### src/rtl/pfc_pkg.sv
package pfc_pkg;

  // Retransmit interval in nanoseconds for each select code; 11 reuses 00.
  function automatic int unsigned retx_ns(input logic [1:0] sel);
    case (sel)
      2'b01:   retx_ns = 164000;
      2'b10:   retx_ns = 1640000;
      default: retx_ns = 16400;
    endcase
  endfunction

  function automatic int unsigned retx_ticks(input logic [1:0] sel, input int unsigned tick_ns);
    retx_ticks = retx_ns(sel) / tick_ns;
  endfunction

  function automatic int unsigned retx_cnt_bits(input int unsigned tick_ns);
    retx_cnt_bits = $clog2(retx_ns(2'b10) / tick_ns + 1);
  endfunction

  // Congestion test: strictly above the mark.
  function automatic logic above_mark(input logic [31:0] lvl, input logic [31:0] mark);
    above_mark = (lvl > mark);
  endfunction

endpackage

### src/rtl/pfc_level_monitor.sv
module pfc_level_monitor #(
  parameter int NUM_Q = 4,
  parameter int LVL_W = 12
) (
  input  logic                   clk,
  input  logic                   rst_n,
  input  logic [NUM_Q*LVL_W-1:0] q_level,
  input  logic [LVL_W-1:0]       high_wm,
  input  logic [NUM_Q-1:0]       q_enable,
  input  logic [NUM_Q-1:0]       irq_clr,
  output logic [NUM_Q-1:0]       over_raw,
  output logic [NUM_Q-1:0]       over_en,
  output logic [NUM_Q-1:0]       irq_flags
);
  import pfc_pkg::*;

  logic [NUM_Q-1:0] over_q;
  logic [NUM_Q-1:0] cross_up;

  for (genvar i = 0; i < NUM_Q; i++) begin : g_q
    assign over_raw[i] = above_mark(32'(q_level[i*LVL_W +: LVL_W]), 32'(high_wm));
    assign over_en[i]  = over_raw[i] & q_enable[i];
    assign cross_up[i] = over_raw[i] & ~over_q[i];

    always_ff @(posedge clk or negedge rst_n) begin
      if (!rst_n) begin
        over_q[i]    <= 1'b0;
        irq_flags[i] <= 1'b0;
      end else begin
        over_q[i]    <= over_raw[i];
        irq_flags[i] <= (irq_flags[i] & ~irq_clr[i]) | cross_up[i];
      end
    end
  end

endmodule

### src/rtl/pfc_retx_timer.sv
module pfc_retx_timer #(
  parameter int TICK_NS = 100
) (
  input  logic       clk,
  input  logic       rst_n,
  input  logic       active,
  input  logic       restart,
  input  logic       tick,
  input  logic [1:0] period_sel,
  output logic       expire
);
  import pfc_pkg::*;

  localparam int CW = retx_cnt_bits(TICK_NS);

  logic [CW-1:0] cnt;
  logic [CW-1:0] limit;
  logic          at_end;

  assign limit  = CW'(retx_ticks(period_sel, TICK_NS));
  assign at_end = (cnt == limit - CW'(1));
  assign expire = active & tick & ~restart & at_end;

  always_ff @(posedge clk or negedge rst_n) begin
    if (!rst_n) begin
      cnt <= '0;
    end else if (!active || restart) begin
      cnt <= '0;
    end else if (tick) begin
      cnt <= at_end ? '0 : cnt + CW'(1);
    end
  end

endmodule

### src/rtl/pfc_req_issue.sv
module pfc_req_issue #(
  parameter int PT_W = 16
) (
  input  logic            clk,
  input  logic            rst_n,
  input  logic            trig,
  input  logic            mac_ack,
  input  logic [PT_W-1:0] pause_time,
  output logic            issue,
  output logic            pause_req,
  output logic            pause_pending,
  output logic [PT_W-1:0] pause_quanta
);

  assign issue = trig & ~pause_pending;

  always_ff @(posedge clk or negedge rst_n) begin
    if (!rst_n) begin
      pause_req     <= 1'b0;
      pause_pending <= 1'b0;
      pause_quanta  <= '0;
    end else begin
      pause_req     <= issue;
      pause_pending <= issue | (pause_pending & ~mac_ack);
      if (issue) pause_quanta <= pause_time;
    end
  end

endmodule

### src/rtl/pfc_pause_requester.sv
module pfc_pause_requester #(
  parameter int NUM_Q   = 4,
  parameter int LVL_W   = 12,
  parameter int TICK_NS = 100
) (
  input  logic                   clk,
  input  logic                   rst_n,
  input  logic                   full_duplex,
  input  logic                   auto_mode,
  input  logic [NUM_Q-1:0]       q_enable,
  input  logic [LVL_W-1:0]       high_wm,
  input  logic [NUM_Q*LVL_W-1:0] q_level,
  input  logic [15:0]            pause_time,
  input  logic [1:0]             period_sel,
  input  logic                   manual_cmd,
  input  logic                   tick,
  input  logic [NUM_Q-1:0]       irq_clr,
  input  logic                   mac_ack,
  output logic                   pause_req,
  output logic                   pause_pending,
  output logic [15:0]            pause_quanta,
  output logic [NUM_Q-1:0]       irq_flags
);

  logic [NUM_Q-1:0] over_raw;
  logic [NUM_Q-1:0] over_en;
  logic             congested;
  logic             cong_q;
  logic             cong_rise;
  logic             retx_expire;
  logic             trig;
  logic             issue;

  pfc_level_monitor #(.NUM_Q(NUM_Q), .LVL_W(LVL_W)) u_mon (
    .clk(clk), .rst_n(rst_n), .q_level(q_level), .high_wm(high_wm),
    .q_enable(q_enable), .irq_clr(irq_clr), .over_raw(over_raw),
    .over_en(over_en), .irq_flags(irq_flags)
  );

  assign congested = full_duplex & (|over_en);
  assign cong_rise = congested & ~cong_q;

  always_ff @(posedge clk or negedge rst_n) begin
    if (!rst_n) cong_q <= 1'b0;
    else        cong_q <= congested;
  end

  pfc_retx_timer #(.TICK_NS(TICK_NS)) u_timer (
    .clk(clk), .rst_n(rst_n), .active(congested & auto_mode),
    .restart(cong_rise), .tick(tick), .period_sel(period_sel),
    .expire(retx_expire)
  );

  assign trig = full_duplex & (auto_mode ? (cong_rise | retx_expire) : manual_cmd);

  pfc_req_issue #(.PT_W(16)) u_issue (
    .clk(clk), .rst_n(rst_n), .trig(trig), .mac_ack(mac_ack),
    .pause_time(pause_time), .issue(issue), .pause_req(pause_req),
    .pause_pending(pause_pending), .pause_quanta(pause_quanta)
  );

endmodule

### config.mk
export PLATFORM = sky130hd
export DESIGN_NAME = pfc_pause_requester
export DESIGN_NICKNAME = d
export VERILOG_FILES = /design/src/rtl/pfc_pkg.sv /design/src/rtl/pfc_level_monitor.sv /design/src/rtl/pfc_retx_timer.sv /design/src/rtl/pfc_req_issue.sv /design/src/rtl/pfc_pause_requester.sv
export SDC_FILE = /design/constraint.sdc
export NUM_CORES = 1
export LEC_CHECK = 0
export ABC_AREA = 1
export BUFFER_PORTS_ARGS = -buffer_cell sky130_fd_sc_hd__clkbuf_2
export CORE_UTILIZATION = 40
export CTS_BUF_LIST = sky130_fd_sc_hd__clkbuf_2 sky130_fd_sc_hd__clkbuf_4 sky130_fd_sc_hd__clkbuf_8
export DETAILED_ROUTE_END_ITERATION = 7
export PLACE_DENSITY_LB_ADDON = 0.2
export SLEW_MARGIN = 20
export SYNTH_ARGS = -nofsm -noshare
export SYNTH_HDL_FRONTEND = slang
export SYNTH_SLANG_ARGS = --single-unit
### constraint.sdc
create_clock -name clk -period 5.95 [get_ports clk]
set_input_delay 0.8925 -clock clk [delete_from_list [all_inputs] [get_ports clk]]
set_output_delay 0.8925 -clock clk [all_outputs]
set_load 0.05 [all_outputs]
== Yosys cells after proc, flatten, opt, wreduce, memory -nomap -nowiden ==
Index checks and enable logic that the tools add are counted.

* Register bits after elaboration: 42
* Bits in latches: 0
* RAM bits: 0
* ROM bits: 0
* Memories: 0

* Add/sub/neg operators: 2
* Multipliers: 0
* Div/mod/pow operators: 1
* $lt $le $gt $ge: 4
* Eq/ne operators: 3
* Shifts and indexed selects: 0
* Multiplexer cells: 5
* Bitwise logic cells: 39
* Reductions and logical operators: 4

{| class="wikitable"
|+ Operators with widths
! kind !! number
|-
| greater-than comparator 12 bit || 4
|-
| two-way mux 15 bit || 3
|-
| one-hot mux 21 bit (2 select lines) || 1
|-
| divider 32 x 7 -> 32 bit (second input constant) || 1
|-
| AND 1 bit || 21
|-
| adder 15 x 1 -> 15 bit (second input constant) || 1
|-
| equality test 15 bit || 1
|-
| subtractor 15 x 1 -> 15 bit (second input constant) || 1
|-
| NOT 1 bit || 12
|-
| bitwise OR 1 bit || 6
|-
| OR reduction 4 bit || 1
|-
| equality test 2 x 1 -> 1 bit (second input constant) || 1
|-
| equality test 2 bit (second input constant) || 1
|-
| nonzero test 2 bit || 1
|-
| zero test 1 bit || 1
|-
| logical OR 1 bit || 1
|-
| two-way mux 1 bit || 1
|}

== Longest topological paths before layout ==
* Word-level depth: 13
* Depth in mapped cells: 28

== Cells and area by module ==
From an unflattened synthesis, not the netlist that was laid out.

* Cells, all modules: 571
* Area total of the unflattened synthesis: 4091.4 um2

{| class="wikitable"
|+ Modules (own cells, without submodules)
! module !! times used !! cells each !! area each (um2) !! sequential area each (um2)
|-
| pfc_level_monitor || 1 || 239 || 1684.1 || 200.2
|-
| pfc_retx_timer || 1 || 244 || 1592.8 || 375.4
|-
| pfc_req_issue || 1 || 74 || 728.2 || 450.4
|-
| pfc_pause_requester || 1 || 14 || 86.3 || 25.0
|}

== Worst setup path before layout ==
OpenSTA, ideal clock, no wires.

* Path kind: input to register
* Start point: in period_sel[0]
* End point: reg u_issue.pause_quanta[2]
* Setup time: 117 ps
* Arrival time: 3456 ps
* Data required time: 5833 ps
* Setup slack: 2377 ps
* Cell stages on the path: 24
* Path buffers: 1
* Path through: inv_1 ha_1 inv_1 ha_1 inv_1 nor2_1 nand3_4 nand3_4 nand2_1 o21ai_2 nor2_2 nand2_1 nand2_1 nand2_2 o211ai_2 nand2_2 nor2_1 nor3_2 nand4_4 nand2_8 nand2_8 buf_12 nand2_2 nand2_2

* Longest elaborated chain between the ends: 10

{| class="wikitable"
|+ RTL lines
! element !! line !! source
|-
| start, declared || pfc_pause_requester.sv:14 || <nowiki>input logic [1:0] period_sel,</nowiki>
|-
| equality test 2 bit / equality test 2 x 1 -> 1 bit (equally long branches) || pfc_pkg.sv:5 || <nowiki>case (sel)</nowiki>
|-
| one-hot mux 21 bit (2 select lines) (*) || pfc_pkg.sv:5 ||
|-
| divider 32 x 7 -> 32 bit (*) || pfc_pkg.sv:13 || <nowiki>retx_ticks = retx_ns(sel) / tick_ns;</nowiki>
|-
| subtractor 15 x 1 -> 15 bit (*) || pfc_retx_timer.sv:21 || <nowiki>assign at_end = (cnt == limit - CW'(1));</nowiki>
|-
| equality test 15 bit (*) || pfc_retx_timer.sv:21 ||
|-
| AND 1 bit (*) || pfc_retx_timer.sv:22 || <nowiki>assign expire = active & tick & ~restart & at_end;</nowiki>
|-
| bitwise OR 1 bit (*) || pfc_pause_requester.sv:54 || <nowiki>assign trig = full_duplex & (auto_mode ? (cong_rise | retx_expire) : manual_cmd);</nowiki>
|-
| two-way mux 1 bit (*) || pfc_pause_requester.sv:54 ||
|-
| AND 1 bit (*) || pfc_pause_requester.sv:54 ||
|-
| AND 1 bit (*) || pfc_req_issue.sv:15 || <nowiki>assign issue = trig & ~pause_pending;</nowiki>
|-
| end signal, assigned || pfc_req_issue.sv:25 || <nowiki>if (issue) pause_quanta <= pause_time;</nowiki>
|-
| end, declared || pfc_req_issue.sv:12 || <nowiki>output logic [PT_W-1:0] pause_quanta</nowiki>
|}

Mark *: on every way between the ends. The rest lies on a longest branch, timed or not.
A chain may end at the register's enable or synchronous reset.

== Final worst setup path ==
* Start point: in high_wm[11]
* End point: reg u_issue.pause_quanta[7]

* Longest elaborated chain between the ends: 12

{| class="wikitable"
|+ RTL lines
! element !! line !! source
|-
| start, declared || pfc_pause_requester.sv:11 || <nowiki>input logic [LVL_W-1:0] high_wm,</nowiki>
|-
| greater-than comparator 12 bit (*) || pfc_pkg.sv:22 || <nowiki>above_mark = (lvl > mark);</nowiki>
|-
| via over_raw[2] || pfc_pause_requester.sv:25 || <nowiki>logic [NUM_Q-1:0] over_raw;</nowiki>
|-
| AND 1 bit (*) || pfc_level_monitor.sv:22 || <nowiki>assign over_en[i] = over_raw[i] & q_enable[i];</nowiki>
|-
| OR reduction 4 bit (*) || pfc_pause_requester.sv:40 || <nowiki>assign congested = full_duplex & (|over_en);</nowiki>
|-
| AND 1 bit (*) || pfc_pause_requester.sv:40 ||
|-
| via congested || pfc_pause_requester.sv:27 || <nowiki>logic congested;</nowiki>
|-
| AND 1 bit (on tied branches) || pfc_pause_requester.sv:49, pfc_pause_requester.sv:41 ||
|-
| AND 1 bit / NOT 1 bit (equally long branches) || pfc_retx_timer.sv:22 ||
|-
| AND 1 bit (2 in a row) || pfc_retx_timer.sv:22 ||
|-
| bitwise OR 1 bit (*) || pfc_pause_requester.sv:54 ||
|-
| two-way mux 1 bit (*) || pfc_pause_requester.sv:54 ||
|-
| AND 1 bit (*) || pfc_pause_requester.sv:54 ||
|-
| AND 1 bit (*) || pfc_req_issue.sv:15 ||
|}

The timed path passes the listed nets; every way through them passes the cells marked *.

==> flow_summary.json <==
{
  "setup_viol_count_final": 0,
  "worstHoldEndpoint": "u_mon.irq_flags[3]$_DFF_PN0_",
  "tightest_slew_ns": 0.937,
  "rsz0062_at_grt": "no",
  "tns_ns": 0,
  "synth_common_cells": "nand2_1 (77), inv_1 (76), ha_1 (56)",
  "antenna_cells": 0,
  "reg2reg_from": "u_timer.cnt[1]$_DFFE_PN0P_",
  "power_density_nw_per_um2": 210,
  "min_path_cells": 1,
  "synth_area_um2": 3730,
  "rr_worst_depth": 12,
  "grt_use_total_pct": 19.9,
  "cts_buffers": 5,
  "firstDrtPassIters": 4,
  "grt_pass1_vias": 3713,
  "avgSynthCellArea_um2": 7.60,
  "final_layout_size_suffix_gt1_share_pct": 26.8,
  "power.total_uw": 935,
  "syn_to_final_growth_pct": 19.5,
  "ys_seq_area_share_pct": 28.2,
  "whs_ns": 0.436,
  "status": "finished clean",
  "path_clk_slew_ns": 0.09,
  "antenna_found_initial": 0,
  "path_max_fanout": 18,
  "detail_route.wl_per_cell_um": 12.8,
  "hold_viol_final": 0,
  "power.share.combinational_pct": 42.1,
  "reg2reg_slack_ns": 3.39,
  "synth_ff_type": "dfrtp_1",
  "ctsHoldBuffers": 0,
  "critical_path_class": "in2reg",
  "start_util_pct": 42.0,
  "postRouteAntennaNets": 0,
  "rr_endpoint": "u_timer.cnt[3]$_DFFE_PN0P_",
  "p_sw_uw": 408,
  "max_freq_mhz": 258,
  "vias_per_cell": 5.11,
  "coreArea_um2": 8890,
  "pwr-share-seq_pct": 37.3,
  "relSlewSlack_pct": 37.5,
  "dr_total_vias": 3641,
  "clock_latency_ns": 0.30,
  "synth_cell_types": 41,
  "clk_path_buf_depth": 2,
  "drv_slew": 0,
  "crit_arrival_ns": 4.06,
  "post_cts_buffers": 0,
  "synth-seq-cells": 42,
  "clock_power_share_pct": 20.5,
  "cell_internal_pwr_uw": 526,
  "cts_tree": "built",
  "hold_path_startpoint": "u_mon.over_q[3]$_DFF_PN0_",
  "placement_rows": 34,
  "first_iter_violations": 119,
  "globalplace.congestion": 0.843,
  "skew_ns": 0.0185,
  "die_w_um": 98.6,
  "synthTopCellsByArea": "dfrtp_1 (28%), ha_1 (19%), nand2_1 (7.7%)",
  "synth_edf_count": 0,
  "cp-end-kind": "register",
  "cts.sinks": 42,
  "port_buffers": 114,
  "maxCapViolations": 0,
  "synth_cells": 491,
  "min_period_ns": 3.87,
  "dpl.hpwl_um": 7600,
  "nets": 752,
  "critPathLaunchType": "primary input",
  "ys_warn_count": 0,
  "synth_most_common_cell": "nand2_1",
  "h-tree-depth": 2,
  "overflow": 0,
  "cts_resized": 0,
  "die_area_um2": 9720,
  "required_ns": 6.14,
  "swShare_pct": 43.7,
  "async_flop_share_pct": 100,
  "grt_pass1_wl_um": 16000,
  "grt_start_max_net_pins": 43,
  "syn_nets": 640,
  "cts-root-buf": "clkbuf_8",
  "ir_drop_uv": 164,
  "leakagePower_nw": 2.41,
  "min_path_type": "reg2reg",
  "netlist.area_leader.share_pct": 28.2,
  "drcViolationCount": 0,
  "routed_wl_um": 9110,
  "ios": 115,
  "dieHeight_um": 98.6,
  "timing.final.crit_share_pct": 65.0,
  "synth_top_area_cell": "dfrtp_1"
}
[sequential cells by signal, summed over array words and instances, names as in the netlist]
name	flops
u_mon.irq_flags	4
u_issue.pause_req	1
u_timer.cnt	15
u_mon.over_q	4
u_issue.pause_pending	1
u_issue.pause_quanta	16
cong_q	1
[stage by stage]
step / setup WS (ns) / cell area (um2) / utilization [%] / std cells
3_5_place_dp: 1.71 / 4370 / 49.1 / 704
2_1_floorplan: 2.38 / 3730 / - / 491
4_1_cts: 2.04 / 4460 / 50.2 / 712
3_3_place_gp: 1.73 / 4370 / 49.1 / 704
5_1_grt: 1.77 / 4460 / 50.2 / 712
6_report: 2.08 / 4460 / 50.2 / 712
[cell usage in the layout (no fill, tap or decap), types with 2 or more instances in the layout]
cell type / n
o21bai_1: 3
xor2_1: 3
nand2_2: 23
dfrtp_1: 42
a31oi_1: 2
o21ai_1: 2
o21a_1: 3
o21ai_0: 28
nand3_1: 43
nand3b_1: 2
nand2_1: 77
nor3_1: 6
inv_2: 3
nor2_1: 38
nand4_1: 18
ha_1: 56
a21oi_1: 24
nand2_8: 2
o21ai_2: 2
clkbuf_2: 113
clkinvlp_4: 2
nor2_2: 2
o22ai_1: 8
inv_1: 76
a211oi_1: 4
nand3_4: 2
clkbuf_8: 5
a21boi_0: 3
[worst max-delay path, cell delays in order]
cell and delay [ns]:
clkbuf_2 0.07, inv_1 0.08, ha_1 0.31, nand2_1 0.07, inv_1 0.07, nand3_1 0.06, nor2_1 0.16, a21boi_0 0.21
nor2_1 0.08, a31oi_1 0.25, nand2_1 0.10, nand4_1 0.11, nand2_1 0.07, inv_1 0.07, nand3_1 0.08, nor2_1 0.67
nand4_4 0.23, nand2_8 0.19, nand2_8 0.14, nand2_2 0.11, nand2_2 0.04
[metal layers]
layer	GRT usage, %	wire length, um
met1	24.9	4160
met2	35.4	4390
met3	3.62	430
met4	5.17	136
met5	0	0
[power groups by stage]
stage	Combinational (mW)	Clock, mW	Sequential [mW]
floorplan	0.162	0	0.480
global placement	0.389	0	0.354
detailed placement	0.397	0	0.354
CTS	0.398	0.197	0.349
global route	0.434	0.210	0.355
finish	0.394	0.192	0.349
[logic make-up (layout without fill, tap and decap cells)]
logic type	after synthesis	count (layout)	synth area share, %
buffers and inverters	88	201	9.85
flip-flops	42	42	28.2
AND/OR/NAND/NOR	219	219	29.5
XOR/XNOR	3	3	0.704
adder cells (fa/ha/maj)	56	56	18.8
AO/OA/AOI/OAI	83	83	13.0
[how the worst max path moves through the flow]
stage,startpoint,end,slack [ns]
after CTS,high_wm[11],u_issue.pause_quanta[13]$_DFFE_PN0P_,2.04
after global placement,high_wm[11],u_issue.pause_quanta[13]$_DFFE_PN0P_,1.73
after floorplan,period_sel[0],u_issue.pause_quanta[2]$_DFFE_PN0P_,2.38
final,high_wm[11],u_issue.pause_quanta[7]$_DFFE_PN0P_,2.08
after global routing,period_sel[0],u_timer.cnt[4]$_DFFE_PN0P_,1.77
after detailed placement,high_wm[11],u_issue.pause_quanta[13]$_DFFE_PN0P_,1.71
[layout make-up]
class	instances	area [um2]
fill	885	4430
tap	108	135
sequential	42	1050
clock buffer	5	68.8
timing repair buffer	114	571
clock inverter	3	23.8
inverter	79	297
multi-input combinational	361	2310
Power figures use the tool's default switching activity.
